**src/rtl/evt_xfer_pkg.sv**
```systemverilog
package evt_xfer_pkg;

    typedef struct packed {
        logic cont;
        logic inc_dst;
        logic word;
    } xfer_ctl_t;

    function automatic logic [1:0] step_bytes(input logic word);
        return word ? 2'd2 : 2'd1;
    endfunction

endpackage

```
**src/rtl/evt_xfer_arb.sv**
```systemverilog
module evt_xfer_arb #(
    parameter int N  = 8,
    localparam int IW = (N > 1) ? $clog2(N) : 1
) (
    input  logic [N-1:0]  req,
    output logic [N-1:0]  gnt,
    output logic [IW-1:0] idx,
    output logic          any
);
    always_comb begin
        gnt = '0;
        idx = '0;
        any = 1'b0;
        for (int i = 0; i < N; i++) begin
            if (req[i] && !any) begin
                gnt[i] = 1'b1;
                idx    = IW'(i);
                any    = 1'b1;
            end
        end
    end
endmodule

```
**src/rtl/evt_xfer_chan.sv**
```systemverilog
module evt_xfer_chan
    import evt_xfer_pkg::*;
#(
    parameter int AW = 16,
    parameter int CW = 8
) (
    input  logic          clk,
    input  logic          rst,
    input  logic          load,
    input  logic [AW-1:0] ld_src,
    input  logic [AW-1:0] ld_dst,
    input  logic [CW-1:0] ld_cnt,
    input  xfer_ctl_t     ld_ctl,
    input  logic          svc,
    output logic [AW-1:0] src_q,
    output logic [AW-1:0] dst_q,
    output logic [CW-1:0] cnt_q,
    output xfer_ctl_t     ctl_q
);
    logic          moves;
    logic [AW-1:0] step;

    assign moves = svc && (ctl_q.cont || (cnt_q != '0));
    assign step  = AW'(step_bytes(ctl_q.word));

    always_ff @(posedge clk) begin
        if (rst) begin
            src_q <= '0;
            dst_q <= '0;
            cnt_q <= '0;
            ctl_q <= '0;
        end else if (load) begin
            src_q <= ld_src;
            dst_q <= ld_dst;
            cnt_q <= ld_cnt;
            ctl_q <= ld_ctl;
        end else if (moves) begin
            if (ctl_q.inc_dst) dst_q <= dst_q + step;
            else               src_q <= src_q + step;
            if (!ctl_q.cont)   cnt_q <= cnt_q - CW'(1);
        end
    end
endmodule

```
**src/rtl/evt_xfer_engine.sv**
```systemverilog
module evt_xfer_engine
    import evt_xfer_pkg::*;
#(
    parameter int NCH = 8,
    parameter int AW  = 16,
    parameter int CW  = 8,
    localparam int IW = (NCH > 1) ? $clog2(NCH) : 1
) (
    input  logic           clk,
    input  logic           rst,
    input  logic [NCH-1:0] trig,
    input  logic           cfg_we,
    input  logic [IW-1:0]  cfg_chan,
    input  logic [AW-1:0]  cfg_src,
    input  logic [AW-1:0]  cfg_dst,
    input  logic [CW-1:0]  cfg_cnt,
    input  logic           cfg_word,
    input  logic           cfg_inc_dst,
    input  logic           cfg_cont,
    output logic           cpu_hold,
    output logic [AW-1:0]  mem_rd_addr,
    output logic [AW-1:0]  mem_wr_addr,
    output logic           mem_word,
    output logic           mem_we,
    input  logic [15:0]    mem_rdata,
    output logic [15:0]    mem_wdata,
    output logic [NCH-1:0] irq
);
    logic [NCH-1:0] pend_q;
    logic [NCH-1:0] gnt;
    logic [IW-1:0]  gidx;
    logic           any;

    logic [AW-1:0]  src_q [NCH];
    logic [AW-1:0]  dst_q [NCH];
    logic [CW-1:0]  cnt_q [NCH];
    xfer_ctl_t      ctl_q [NCH];
    logic [NCH-1:0] cont_vec;

    xfer_ctl_t      ld_ctl;
    xfer_ctl_t      ctl_sel;
    logic [CW-1:0]  cnt_sel;
    logic           xfer;

    assign ld_ctl = '{cont: cfg_cont, inc_dst: cfg_inc_dst, word: cfg_word};

    always_ff @(posedge clk) begin
        if (rst) pend_q <= '0;
        else     pend_q <= (pend_q & ~gnt) | trig;
    end

    evt_xfer_arb #(.N(NCH)) u_arb (
        .req (pend_q),
        .gnt (gnt),
        .idx (gidx),
        .any (any)
    );

    for (genvar c = 0; c < NCH; c++) begin : g_chan
        evt_xfer_chan #(.AW(AW), .CW(CW)) u_chan (
            .clk    (clk),
            .rst    (rst),
            .load   (cfg_we && (cfg_chan == IW'(c))),
            .ld_src (cfg_src),
            .ld_dst (cfg_dst),
            .ld_cnt (cfg_cnt),
            .ld_ctl (ld_ctl),
            .svc    (gnt[c]),
            .src_q  (src_q[c]),
            .dst_q  (dst_q[c]),
            .cnt_q  (cnt_q[c]),
            .ctl_q  (ctl_q[c])
        );
        assign cont_vec[c] = ctl_q[c].cont;
    end

    assign ctl_sel = ctl_q[gidx];
    assign cnt_sel = cnt_q[gidx];
    assign xfer    = any && (ctl_sel.cont || (cnt_sel != '0));

    assign cpu_hold    = xfer;
    assign mem_we      = xfer;
    assign mem_rd_addr = src_q[gidx];
    assign mem_wr_addr = dst_q[gidx];
    assign mem_word    = ctl_sel.word;
    assign mem_wdata   = ctl_sel.word ? mem_rdata : {8'h00, mem_rdata[7:0]};
    assign irq         = (any && !xfer) ? gnt : '0;
endmodule

```
**config.mk**
```make
export PLATFORM = sky130hd
export DESIGN_NAME = evt_xfer_engine
export DESIGN_NICKNAME = d
export VERILOG_FILES = /design/src/rtl/evt_xfer_pkg.sv /design/src/rtl/evt_xfer_arb.sv /design/src/rtl/evt_xfer_chan.sv /design/src/rtl/evt_xfer_engine.sv
export SDC_FILE = /design/constraint.sdc
export NUM_CORES = 1
export LEC_CHECK = 0
export ABC_CLOCK_PERIOD_IN_PS = 5800
export BUFFER_PORTS_ARGS = -buffer_cell sky130_fd_sc_hd__buf_2
export CAP_MARGIN = 10
export CELL_PAD_IN_SITES_DETAIL_PLACEMENT = 1
export CELL_PAD_IN_SITES_GLOBAL_PLACEMENT = 2
export CORE_MARGIN = 4
export CORE_UTILIZATION = 42
export DETAILED_ROUTE_END_ITERATION = 8
export GPL_TIMING_DRIVEN = 0
export PLACE_DENSITY_LB_ADDON = 0.15
export SLEW_MARGIN = 20
export SYNTH_ARGS = -nofsm -noshare
export SYNTH_HDL_FRONTEND = slang
export SYNTH_HIERARCHICAL = 1
export SYNTH_SLANG_ARGS = --single-unit
```
**constraint.sdc**
```tcl
create_clock -name clk -period 5.8 [get_ports clk]
set_clock_uncertainty 0.2 [all_clocks]
set_input_delay 1.16 -clock clk [delete_from_list [all_inputs] [get_ports clk]]
set_output_delay 1.16 -clock clk [all_outputs]
set_load 0.01 [all_outputs]
```
==> results_dict.tcl <==
set metrics [dict create \
    worst_r2r_endpoint "g_chan[1].u_chan/src_q[14]$_SDFFE_PP0P_" \
    total_routed_length_um 130000 \
    insertion_delay_ns 0.60 \
    clock_tree.root_cell "sky130_fd_sc_hd__clkbuf_16" \
    final_slew_violations 0 \
    synth_top_area_cell "sky130_fd_sc_hd__dfxtp_1" \
    synth_edf_count 0 \
    critical_path_required_ns 4.44 \
    drt_drc_violations_left 0 \
    clock_tree.htree_level_count 2 \
    pwr-share-seq_pct 36.8 \
    timing.final.crit_period_ns 5.54 \
    p_switching_mw 2.67 \
    cts_buffers 46 \
    setup.worst_path.class "flip-flop to output port" \
    synthesis.area_per_instance_um2 8.50 \
    holdCritPathClass "flip-flop to flip-flop" \
    total_power_mw 7.57 \
    yosys_warnings 6 \
    n_fill_cell 6917 \
    critical_path_arrival_ns 4.18 \
    vias_per_cell 7.03 \
    pint_mw 4.90 \
    hold_start "g_chan[1].u_chan/src_q[0]$_SDFFE_PP0P_" \
    top_cells_by_count_synth "391 x sky130_fd_sc_hd__nor2_1, 352 x sky130_fd_sc_hd__dfxtp_1, 230 x sky130_fd_sc_hd__nand2_1" \
    initial_utilization_pct 42.6 \
    worstReg2RegStart "pend_q[1]$_SDFF_PP0_" \
    post-synth-top-count-cell "sky130_fd_sc_hd__nor2_1" \
    dp_hpwl_um 94600 \
    route.antenna.remaining_nets 0 \
    grt_max_degree 17 \
    total_routing_resource_utilization_after_global_routing_pct 39.5 \
    timing.critical_path.from_type "flip-flop" \
    yosys_most_used_dff "sky130_fd_sc_hd__dfxtp_1" \
    die-area_um2 62700 \
    p_comb_share_pct 23.4 \
    area_delta_synth_final_pct 12.8 \
    antenna_found_initial 13 \
    timing.fmax_mhz 180 \
    mappedNetlistArea_um2 24700 \
    cts_tree "yes" \
    synth-seq-cells 352 \
    rsz0062_at_grt "no" \
    synth_cells 2904 \
    cts.path.max_buffers 3 \
    post-synth-top-area-fraction_pct 28.6 \
    routed-via-count 27300 \
    drtPass1Iterations 5 \
    final.hold.worst_slack_ns 0.316 \
    min_period_over_period_pct 95.6 \
    postCtsHoldBufs 0 \
    grt_pass1_vias 26400 \
    grt_first_pass_wirelength_um 185000 \
    worstHoldEndpoint "g_chan[1].u_chan/src_q[0]$_SDFFE_PP0P_" \
    wl_per_cell_um 33.5 \
    cts.sinks 352 \
    status "finished, final reports clean" \
    tns_ns 0 \
    clock_power_share_pct 39.8 \
    report.final.hold_viol_count 0 \
    leakage_nw 8.83 \
    portBuffers 122 \
    worstRegToRegCells 6 \
    power.switching_fraction_pct 35.2 \
    irDropWorstVdd_v 0.000238 \
    final-setup-viol-count 0 \
    cp_max_fo 10 \
    nNetsFinal 3214 \
    cp-end-kind "output port" \
    post_cts_resized 0 \
    floorplan.core_area_um2 57900 \
    final_layout_size_suffix_gt1_share_pct 14.1 \
    power_density_nw_per_um2 272 \
    place_congestion 1.09 \
    max_cap_viol_count 0 \
    number_of_library_cell_types_mapped_by_synthesis 72 \
    reg2reg_setup_slack_ns 2.28 \
    clk_pin_slew_worst_paths_ns 0.06 \
    postCtsSetupBuffers 0 \
    slew_headroom_pct 26.6 \
    tightest_pin_transition_ns 1.10 \
    yosysSeqAreaShare_pct 28.6 \
    ys_async_sr_fraction_pct 0 \
    gr-total-overflow 0 \
    drt_iter0_markers 3407 \
    die_h_um 250 \
    io_pins 132 \
    yosys-top-cells-area "sky130_fd_sc_hd__dfxtp_1 29%, sky130_fd_sc_hd__nor2_1 5.9%, sky130_fd_sc_hd__mux4_2 5.9%" \
    synth_nets 3041 \
    worst_hold_path.num_cells 2 \
    num_rows 88 \
    die-width_um 250 \
]
layer usage:
metal / share of wire (%) / track usage, %
met2: 41 / 55.6
met4: 6.7 / 23.0
met3: 12 / 9.47
met5: 0.023 / 0
met1: 40 / 54.9
cells in the final DEF (no fill, tap or decap), types with 65 or more instances in the layout:
cell type                  synthesis  final
sky130_fd_sc_hd__xnor2_1          72     72
sky130_fd_sc_hd__a211oi_1        121    121
sky130_fd_sc_hd__o31ai_1          96     96
sky130_fd_sc_hd__nand4_1          84     84
sky130_fd_sc_hd__nor2_1          391    391
sky130_fd_sc_hd__mux4_2           65     65
sky130_fd_sc_hd__nand3_1          68     68
sky130_fd_sc_hd__buf_2             8    130
sky130_fd_sc_hd__inv_1           155    155
sky130_fd_sc_hd__clkbuf_1        143    152
sky130_fd_sc_hd__or4_1            72     72
sky130_fd_sc_hd__dfxtp_1         352    352
sky130_fd_sc_hd__a311oi_1        153    153
sky130_fd_sc_hd__nand2_1         230    230
sky130_fd_sc_hd__a21oi_1          90     90
area by class of cell:
class | instances | area [um^2] | area share (%)
Antenna cell | 8 | 20.0 | 0.0719
Buffer | 194 | 866 | 3.11
Clock buffer | 70 | 1430 | 5.12
Clock inverter | 11 | 105 | 0.378
Inverter | 165 | 619 | 2.23
Multi-Input combinational cell | 2193 | 16200 | 58.1
Sequential cell | 352 | 7050 | 25.3
Tap cell | 765 | 957 | 3.44
Timing Repair Buffer | 125 | 633 | 2.27
power groups by stage:
| stage | registers (mW) | clock network, mW | logic, mW |
|---|---|---|---|
| floorplan | 2.72 | 0 | 1.10 |
| global placement | 2.81 | 0 | 1.67 |
| detailed placement | 2.82 | 0 | 1.72 |
| CTS | 2.77 | 3.01 | 1.73 |
| global route | 2.80 | 3.11 | 1.85 |
| finish | 2.79 | 3.01 | 1.77 |
registers in the layout, summed over array words and instances, names as in the netlist:
signal / cells
g_chan.u_chan/dst_q: 128
g_chan.u_chan/src_q: 128
g_chan.u_chan/ctl_q: 24
g_chan.u_chan/cnt_q: 64
pend_q: 8
cell families after synthesis:
kind of cell / count (synthesis) / share of synthesized area [%]
buffers and inverters: 359 / 6.02
xor gates and xnor gates: 80 / 2.84
AOI/OAI and AO/OA: 715 / 24.1
and+or+nand+nor: 1217 / 26.6
muxes: 117 / 8.21
adders and majority gates: 64 / 3.73
DFF: 352 / 28.6
worst max-delay path: stages (launching register included):
cell and delay (ns):
sky130_fd_sc_hd__dfxtp_1 0.42, sky130_fd_sc_hd__nor4_4 0.42, sky130_fd_sc_hd__and4b_1 0.51, sky130_fd_sc_hd__a21o_1 0.33
sky130_fd_sc_hd__buf_4 0.33, sky130_fd_sc_hd__and2b_1 0.38, sky130_fd_sc_hd__a22oi_1 0.15, sky130_fd_sc_hd__o221ai_2 0.43
sky130_fd_sc_hd__a32oi_4 0.26, sky130_fd_sc_hd__nor2_1 0.17, sky130_fd_sc_hd__buf_2 0.16
metrics by stage:
stage	instance area, um^2	cells	util [%]	setup slack (ns)
floorplan	24700	2904	-	1.95
global placement	26200	3791	45.3	1.02
detailed placement	26300	3794	45.4	0.967
CTS	27800	3875	48.0	0.297
global route	27800	3875	48.0	0.156
finish	27800	3883	48.1	0.257
worst max-delay path by stage:
stage / start / to / cells after the start
6_report: pend_q[0]$_SDFF_PP0_ / irq[0] / 10
2_1_floorplan: pend_q[1]$_SDFF_PP0_ / mem_we / 9
4_1_cts: pend_q[0]$_SDFF_PP0_ / mem_we / 10
5_1_grt: pend_q[1]$_SDFF_PP0_ / mem_we / 10
3_3_place_gp: pend_q[1]$_SDFF_PP0_ / mem_we / 10
3_5_place_dp: pend_q[1]$_SDFF_PP0_ / irq[0] / 10
Note: power is estimated with default switching activity, not from simulation.
